==> src/rtl/irq_rec_pkg.sv <==
package irq_rec_pkg;
    typedef enum logic [1:0] {ST_IDLE, ST_SCAN, ST_DONE} rp_state_t;

    localparam int unsigned ADDR_W = 12;
    localparam logic [ADDR_W-1:0] OFF_ACK  = 12'h040;
    localparam logic [ADDR_W-1:0] OFF_MSET = 12'h0C0;
    localparam logic [ADDR_W-1:0] OFF_MCLR = 12'h100;
    localparam logic [ADDR_W-1:0] OFF_SSET = 12'h180;
    localparam logic [ADDR_W-1:0] OFF_SCLR = 12'h1C0;
    localparam logic [ADDR_W-1:0] OFF_PSET = 12'h240;
    localparam logic [ADDR_W-1:0] OFF_PCLR = 12'h280;
    localparam logic [ADDR_W-1:0] OFF_CTRL = 12'h300;
endpackage

==> src/rtl/irq_rec_sync.sv <==
module irq_rec_sync #(
    parameter int unsigned N = 64
) (
    input  logic         clk,
    input  logic         rst_n,
    input  logic [N-1:0] async_i,
    output logic [N-1:0] cur_o,
    output logic [N-1:0] prev_o
);
    for (genvar i = 0; i < N; i++) begin : g_line
        logic s1_q, s2_q, s3_q;
        always_ff @(posedge clk or negedge rst_n) begin
            if (!rst_n) begin
                s1_q <= 1'b0;
                s2_q <= 1'b0;
                s3_q <= 1'b0;
            end else begin
                s1_q <= async_i[i];
                s2_q <= s1_q;
                s3_q <= s2_q;
            end
        end
        assign cur_o[i]  = s2_q;
        assign prev_o[i] = s3_q;
    end
endmodule

==> src/rtl/irq_rec_capture.sv <==
module irq_rec_capture #(
    parameter int unsigned N = 64
) (
    input  logic         clk,
    input  logic         rst_n,
    input  logic [N-1:0] cur_i,
    input  logic [N-1:0] prev_i,
    input  logic [N-1:0] sense_i,
    input  logic [N-1:0] pol_i,
    input  logic         edge_only_i,
    input  logic [N-1:0] ack_i,
    input  logic [N-1:0] replay_clr_i,
    output logic [N-1:0] pend_o
);
    logic [N-1:0] edge_ev, lvl_ev, evt, pend_q;

    always_comb begin
        edge_ev = (pol_i & cur_i & ~prev_i) | (~pol_i & ~cur_i & prev_i);
        lvl_ev  = ~(cur_i ^ pol_i) & {N{~edge_only_i}};
        evt     = (sense_i & lvl_ev) | (~sense_i & edge_ev);
    end

    always_ff @(posedge clk or negedge rst_n) begin
        if (!rst_n) pend_q <= '0;
        else        pend_q <= (pend_q & ~ack_i & ~replay_clr_i) | evt;
    end

    assign pend_o = pend_q;

    // an acknowledge with no concurrent event leaves the bit clear
    a_r8_ack_clears: assert property (@(posedge clk) disable iff (!rst_n)
        |(ack_i & ~evt) |=> ((pend_q & $past(ack_i & ~evt)) == '0));
    // every detected event is recorded on the next edge
    a_r7_event_recorded: assert property (@(posedge clk) disable iff (!rst_n)
        |evt |=> ((pend_q & $past(evt)) == $past(evt)));
    // level-only lines never record in edge-only mode
    a_r6_edge_only: assert property (@(posedge clk) disable iff (!rst_n)
        (edge_only_i && $stable(edge_only_i)) |-> ((evt & sense_i) == '0));
endmodule

==> src/rtl/irq_rec_replay.sv <==
module irq_rec_replay
    import irq_rec_pkg::*;
#(
    parameter int unsigned N = 64
) (
    input  logic         clk,
    input  logic         rst_n,
    input  logic         flush_i,
    input  logic [N-1:0] pend_i,
    input  logic [N-1:0] mask_i,
    output logic [N-1:0] pulse_o,
    output logic [N-1:0] clr_o,
    output logic         done_o
);
    localparam int unsigned IDXW = (N > 1) ? $clog2(N) : 1;
    localparam logic [IDXW-1:0] LAST = IDXW'(N - 1);

    rp_state_t       state_q, state_d;
    logic [IDXW-1:0] idx_q, idx_d;
    logic [N-1:0]    pulse_q, pulse_d;

    always_ff @(posedge clk or negedge rst_n) begin
        if (!rst_n) begin
            state_q <= ST_IDLE;
            idx_q   <= '0;
            pulse_q <= '0;
        end else begin
            state_q <= state_d;
            idx_q   <= idx_d;
            pulse_q <= pulse_d;
        end
    end

    always_comb begin
        state_d = state_q;
        idx_d   = idx_q;
        pulse_d = '0;
        done_o  = 1'b0;
        unique case (state_q)
            ST_IDLE: begin
                idx_d = '0;
                if (flush_i) state_d = ST_SCAN;
            end
            ST_SCAN: begin
                pulse_d[idx_q] = pend_i[idx_q] & ~mask_i[idx_q];
                if (idx_q == LAST) state_d = ST_DONE;
                else               idx_d   = idx_q + 1'b1;
            end
            ST_DONE: begin
                done_o  = 1'b1;
                state_d = ST_IDLE;
            end
            default: state_d = ST_IDLE;
        endcase
    end

    assign pulse_o = pulse_q;
    assign clr_o   = pulse_d;

    // at most one line pulses at a time, only right after a scan cycle
    a_r9_one_pulse: assert property (@(posedge clk) disable iff (!rst_n)
        $onehot0(pulse_q));
    a_r9_pulse_in_scan: assert property (@(posedge clk) disable iff (!rst_n)
        (|pulse_q) |-> $past(state_q == ST_SCAN));
    a_r9_pulse_was_pending: assert property (@(posedge clk) disable iff (!rst_n)
        (|pulse_q) |-> ((pulse_q & ~$past(pend_i)) == '0));
    // masked lines are never pulsed
    a_r10_masked_silent: assert property (@(posedge clk) disable iff (!rst_n)
        (|pulse_q) |-> ((pulse_q & $past(mask_i)) == '0));
endmodule

==> src/rtl/irq_rec_top.sv <==
module irq_rec_top
    import irq_rec_pkg::*;
#(
    parameter int unsigned NUM_LINES = 64
) (
    input  logic                 clk,
    input  logic                 rst_n,
    input  logic                 bus_wr,
    input  logic [11:0]          bus_addr,
    input  logic [31:0]          bus_wdata,
    output logic [31:0]          bus_rdata,
    input  logic [NUM_LINES-1:0] irq_in,
    output logic [NUM_LINES-1:0] irq_out
);
    localparam int unsigned NW = (NUM_LINES + 31) / 32;
    localparam int unsigned NP = NW * 32;

    logic [NP-1:0] mask_w, sense_w, pol_w, ack_w, pend_w;
    logic [NUM_LINES-1:0] cur, prev, pend, pulse, rclr;
    logic en_q, eo_q, flush_q, done;
    logic ctrl_wr;

    assign ctrl_wr = bus_wr && (bus_addr == OFF_CTRL);

    for (genvar w = 0; w < NW; w++) begin : g_word
        localparam logic [11:0] WO = 12'(4 * w);
        logic [31:0] m_q, s_q, p_q;
        always_ff @(posedge clk or negedge rst_n) begin
            if (!rst_n) begin
                m_q <= '0;
                s_q <= '0;
                p_q <= '1;
            end else if (bus_wr) begin
                if (bus_addr == OFF_MSET + WO) m_q <= m_q | bus_wdata;
                if (bus_addr == OFF_MCLR + WO) m_q <= m_q & ~bus_wdata;
                if (bus_addr == OFF_SSET + WO) s_q <= s_q | bus_wdata;
                if (bus_addr == OFF_SCLR + WO) s_q <= s_q & ~bus_wdata;
                if (bus_addr == OFF_PSET + WO) p_q <= p_q | bus_wdata;
                if (bus_addr == OFF_PCLR + WO) p_q <= p_q & ~bus_wdata;
            end
        end
        assign mask_w[w*32 +: 32]  = m_q;
        assign sense_w[w*32 +: 32] = s_q;
        assign pol_w[w*32 +: 32]   = p_q;
        assign ack_w[w*32 +: 32]   = (bus_wr && bus_addr == OFF_ACK + WO) ? bus_wdata : '0;
    end

    if (NP > NUM_LINES) begin : g_pad
        assign pend_w = {{(NP-NUM_LINES){1'b0}}, pend};
    end else begin : g_nopad
        assign pend_w = pend;
    end

    always_ff @(posedge clk or negedge rst_n) begin
        if (!rst_n) begin
            en_q    <= 1'b0;
            eo_q    <= 1'b0;
            flush_q <= 1'b0;
        end else if (ctrl_wr) begin
            en_q    <= bus_wdata[0];
            eo_q    <= bus_wdata[1];
            flush_q <= (flush_q & ~done) | bus_wdata[2];
        end else if (done) begin
            flush_q <= 1'b0;
        end
    end

    always_comb begin
        bus_rdata = '0;
        for (int w = 0; w < NW; w++) begin
            if (bus_addr == OFF_ACK + 12'(4*w))
                bus_rdata = pend_w[w*32 +: 32];
            if (bus_addr == OFF_MSET + 12'(4*w) || bus_addr == OFF_MCLR + 12'(4*w))
                bus_rdata = mask_w[w*32 +: 32];
            if (bus_addr == OFF_SSET + 12'(4*w) || bus_addr == OFF_SCLR + 12'(4*w))
                bus_rdata = sense_w[w*32 +: 32];
            if (bus_addr == OFF_PSET + 12'(4*w) || bus_addr == OFF_PCLR + 12'(4*w))
                bus_rdata = pol_w[w*32 +: 32];
        end
        if (bus_addr == OFF_CTRL) bus_rdata = {29'b0, flush_q, eo_q, en_q};
    end

    irq_rec_sync #(.N(NUM_LINES)) u_sync (
        .clk(clk), .rst_n(rst_n), .async_i(irq_in), .cur_o(cur), .prev_o(prev)
    );

    irq_rec_capture #(.N(NUM_LINES)) u_cap (
        .clk(clk), .rst_n(rst_n), .cur_i(cur), .prev_i(prev),
        .sense_i(sense_w[NUM_LINES-1:0]), .pol_i(pol_w[NUM_LINES-1:0]),
        .edge_only_i(eo_q), .ack_i(ack_w[NUM_LINES-1:0]),
        .replay_clr_i(rclr), .pend_o(pend)
    );

    irq_rec_replay #(.N(NUM_LINES)) u_rep (
        .clk(clk), .rst_n(rst_n), .flush_i(flush_q), .pend_i(pend),
        .mask_i(mask_w[NUM_LINES-1:0]), .pulse_o(pulse), .clr_o(rclr),
        .done_o(done)
    );

    assign irq_out = ~(pol_w[NUM_LINES-1:0] ^ pulse);

    // the scan's end clears the flush bit
    a_r11_flush_selfclear: assert property (@(posedge clk) disable iff (!rst_n)
        (done && !ctrl_wr) |=> !flush_q);
    // a pulse is only seen while a flush is in progress
    a_r11_pulse_needs_flush: assert property (@(posedge clk) disable iff (!rst_n)
        (|pulse) |-> flush_q);
endmodule

==> config.mk <==
export PLATFORM = sky130hd
export DESIGN_NAME = irq_rec_top
export DESIGN_NICKNAME = d
export VERILOG_FILES = /design/src/rtl/irq_rec_pkg.sv /design/src/rtl/irq_rec_sync.sv /design/src/rtl/irq_rec_capture.sv /design/src/rtl/irq_rec_replay.sv /design/src/rtl/irq_rec_top.sv
export SDC_FILE = /design/constraint.sdc
export NUM_CORES = 1
export LEC_CHECK = 0
export ABC_AREA = 1
export BUFFER_PORTS_ARGS = -buffer_cell sky130_fd_sc_hd__buf_2
export CAP_MARGIN = 20
export CORE_MARGIN = 10
export CORE_UTILIZATION = 45
export CTS_CLUSTER_SIZE = 12
export DETAILED_ROUTE_END_ITERATION = 16
export GPL_ROUTABILITY_DRIVEN = 1
export PLACE_DENSITY_LB_ADDON = 0.3
export SYNTH_ARGS = -nofsm -noshare
export SYNTH_HDL_FRONTEND = slang
export SYNTH_SLANG_ARGS = --single-unit
export TNS_END_PERCENT = 5
==> constraint.sdc <==
create_clock -name clk -period 4.9 [get_ports clk]
set_input_delay 0.245 -clock clk [delete_from_list [all_inputs] [get_ports clk]]
set_output_delay 0.245 -clock clk [all_outputs]
set_load 0.005 [all_outputs]
==> impl_results.md <==
- Largest stage delay on the critical path: 0.63 ns
- Pre-CTS setup slack: 1.423 ns
- Worst-margin pin slew: 1.148 ns
- Clock-pin slew on the worst setup and hold paths: 0.06 ns
- Sw frac: 0.2307
- Worst hold margin: 0.08872 ns
- Switch Pwr: 2118 uW
- I/O Pins: 207
- Pwr per Cell Area: 292.2 nW/um^2
- Yosys warns: 0
- Final GP Congestion: 0.9757
- Synth Area per Inst: 8.268 sq um
- Final Hold Fails: 0
- Final WL: 87,400 microns
- Largest net degree at the start of global routing: 124
- Tot GR Track Use: 0.2466
- Worst setup margin: 1.379 ns
- Logic pwr share: 0.044
- Layout cells sized above 1: 0.1387
- Max-Cap Viols: 0
- Mapped Area: 26,780 sq um
- Fin crit share: 0.7186
- Crit Path Max Fanout: 32
- WHS Path Cells: 3
- Setup_tns: 0 ns
- Clock power share: 0.471
- Hold path start: bus_wr
- CTS H-tree depth: 2
- Lkg Pwr: 0.01526 uW
- Vias in the first global route: 22,800
- Pint: 7064 uW
- R2R Setup Slk: 1.48 ns
- Routed vias: 22,960
- Critical path arrival: 3.28 ns
- RSZ-0062 raised after global routing: no
- Slew HR: 0.2339
- Root Driver: clkbuf_16
- FF+latch count, synth: 523
- Clk_lat worst skew: 0.63 ns
- Min cycle time layout: 3.521 ns
- CTS tree: yes
- Max VDD drop: 0.2853 mV
- Critical Path Start Type: input port
- DRT antenna net count: 0
- Clk sinks: 523
- Die X: 264.0 microns
- Buf/Inv on CP: 4
- Worst path required time: 4.66 ns
- Nets: 3,746
- Fill cells: 5,552
- Drt first pass iters: 8
- Layout overhead on the synthesized area: 17.33%
- Synth Net Count: 3,479
- Synth Instances: 3,239
- Crit-path most repeated cell: nand2_1
- I/O Buffers: 206
- Rows: 89
- Initial antenna violation count: 1
- Total grt overflow: 0
- Delay-heaviest family, CP: simple AND/OR/NAND/NOR gates
- Status: complete, no violations
- Drt drc: 0
- Max Slew Vio Count: 0
- Worst min-delay path class: in2reg
- Core box area: 59,020 sq um
- Cell depth of the worst flop-to-flop path: 15
- Post-DP HPWL: 59,060 microns
- Final Setup Violations: 0
- Initial DRC count: 2,392
- Initial Utilization: 0.4538
- Die ar.: 69,670 sq um
- Post-route clock skew: 0.02206 ns
- Crit path cell chain: buf_2 > nor2_1 > nand2_1 > buf_4 > nor2_1 > nand2_1 > nand2_1 > buf_4 > nand2_1 > o21ai_0 > nor2_1 > o21ai_0 > nand2_1 > a21oi_1 > buf_2
- Routed len/inst: 20.19 microns
- Vias/cell: 5.306
- Wire length of the first global-routing pass: 136,000 microns
- Num CTS Buffers: 57
- Height of the die: 264.0 microns
- R2r startpoint: u_rep.idx_q[0]$_DFFE_PN0P_
- Crit path max-delay cell type: nand2_1
- Min-Delay Endpoint: flush_q$_DFFE_PN0P_
- Post-synth cell types: 35
- CTS max path bufs: 3
- Sequential share of power: 0.486
- Endpoint class of the critical path: primary output
- Post-route insts no fill: 4,328
- Seq/Total Area, Yosys: 0.4917
- Peak Freq: 0.2840 GHz
- WS Path Type: in2out
- R2r endpoint: u_cap.pend_o[6]$_DFF_PN0_
- Inst Count DP: 4,122
-- routing by layer --
metal  vias up  GRT usage  wire length (microns)
met5         -          0                      0
met4         0     0.1039                   3599
met3       198    0.03631                   6831
met2      1008     0.4029                  40900
met1     10980     0.3222                  36070
li1      10780          -                      -
-- worst max path at each step --
stage | from | endpoint | slack (ns) | cells after the start
after detailed placement | bus_addr[5] | bus_rdata[21] | 1.42 | 15
after global placement | bus_addr[5] | bus_rdata[21] | 1.47 | 15
after global routing | bus_addr[5] | bus_rdata[21] | 1.18 | 15
after floorplan | u_rep.idx_q[0]$_DFFE_PN0P_ | u_cap.pend_o[37]$_DFF_PN0_ | 3.05 | 18
final | bus_addr[7] | bus_rdata[21] | 1.38 | 15
after CTS | bus_addr[5] | bus_rdata[21] | 1.42 | 15
-- timing repair --
item                                   CTS  global route
setup buffers                            0             0
endpoints found under the hold margin  312             0
hold buffers                            97             0
resized for setup                        0             0
-- synthesized netlist by cell type, drive strengths merged --
| library cell | n | share of area |
|---|---|---|
| o22ai | 2 | 0.00047 |
| nand3 | 66 | 0.012 |
| nor3 | 109 | 0.021 |
| o211ai | 27 | 0.0076 |
| o32ai | 1 | 0.00033 |
| or2 | 1 | 0.00023 |
| o21ai | 246 | 0.046 |
| xnor2 | 64 | 0.021 |
| dfstp | 64 | 0.063 |
| o21bai | 15 | 0.0042 |
| a31oi | 1 | 0.00023 |
| dfrtp | 459 | 0.43 |
| o21a | 1 | 0.00028 |
| xor2 | 1 | 0.00033 |
| clkbuf | 63 | 0.0088 |
| ha | 129 | 0.060 |
| a21oi | 207 | 0.039 |
| nand2 | 960 | 0.13 |
| buf | 75 | 0.015 |
| mux2i | 32 | 0.012 |
| nor2 | 136 | 0.020 |
| clkinv | 2 | 0.00028 |
| inv | 456 | 0.064 |
| mux2 | 65 | 0.027 |
| nand4 | 54 | 0.013 |
| o2111ai | 3 | 0.00098 |
-- worst reg2reg max path: stages, from the launching register on --
cell and delay, ns:
dfrtp_2 0.65, inv_2 0.80, nand2_1 0.16, nand2_1 0.10
nand2_1 0.05, nand2_1 0.08, nand2_1 0.05, nand2_1 0.07
nand2_1 0.07, nand2_1 0.11, nor2_1 0.05, nand2_2 0.07
buf_4 0.51, nand4_1 0.34, nand2_1 0.13, nand2_1 0.06
-- cells in the final DEF, fill, tap and decap left out, drive strengths merged, types with 2 or more instances in the layout --
| cell type | netlist | final |
|---|---|---|
| clkinv | 2 | 10 |
| dfstp | 64 | 64 |
| o22ai | 2 | 2 |
| a21oi | 207 | 207 |
| nand3 | 66 | 66 |
| dfrtp | 459 | 459 |
| nand4 | 54 | 54 |
| buf | 75 | 249 |
| o211ai | 27 | 27 |
| o21bai | 15 | 15 |
| xnor2 | 64 | 64 |
| nor2 | 136 | 136 |
| clkbuf | 63 | 95 |
| nor3 | 109 | 109 |
| mux2 | 65 | 65 |
| ha | 129 | 129 |
| dlygate4sd3 | 0 | 97 |
| clkinvlp | 0 | 3 |
| nand2 | 960 | 960 |
| mux2i | 32 | 32 |
| o21ai | 246 | 246 |
| inv | 456 | 456 |
| o2111ai | 3 | 3 |
-- logic make-up (layout without fill, tap and decap cells) --
logic type | count (synthesis) | in the layout | synth area share
AND/OR/NAND/NOR | 1326 | 1326 | 0.2003
buffers and inverters | 596 | 911 | 0.08849
flip-flops | 523 | 523 | 0.4917
AO/OA/AOI/OAI | 503 | 503 | 0.09872
adder cells (fa/ha/maj) | 129 | 129 | 0.06027
multiplexers | 97 | 97 | 0.03929
XOR/XNOR | 65 | 65 | 0.02126
other | 0 | 1 | 0
-- cell type report --
| cell class | count | area [sq um] | area share |
|---|---|---|---|
| antenna | 1 | 2.502 | 0.00007964 |
| clock buffer | 95 | 1762 | 0.05606 |
| clock inverter | 12 | 100.1 | 0.003185 |
| inverter | 458 | 1719 | 0.05471 |
| multi-input combinational | 2120 | 11280 | 0.3589 |
| sequential | 523 | 13170 | 0.4191 |
| tap | 773 | 967.2 | 0.03078 |
| timing repair buffer | 346 | 2425 | 0.07717 |
-- power by group through the flow --
| stage | Combinational [uW] | Sequential [uW] | Clock, uW |
|---|---|---|---|
| final | 400 | 4460 | 4320 |
| after global routing | 450 | 4470 | 4570 |
| after CTS | 406 | 4460 | 4390 |
| after detailed placement | 343 | 4540 | 0 |
| after global placement | 337 | 4530 | 0 |
| after floorplan | 124 | 4520 | 0 |
-- stage by stage --
stage / total power, uW / utilization / cell area [sq um]
global route: 9489 / 0.5324 / 31420
CTS: 9253 / 0.5321 / 31410
detailed placement: 4878 / 0.4841 / 28570
floorplan: 4643 / - / 26780
global placement: 4871 / 0.4837 / 28540
finish: 9183 / 0.5324 / 31420
(Power assumes the default switching activity.)
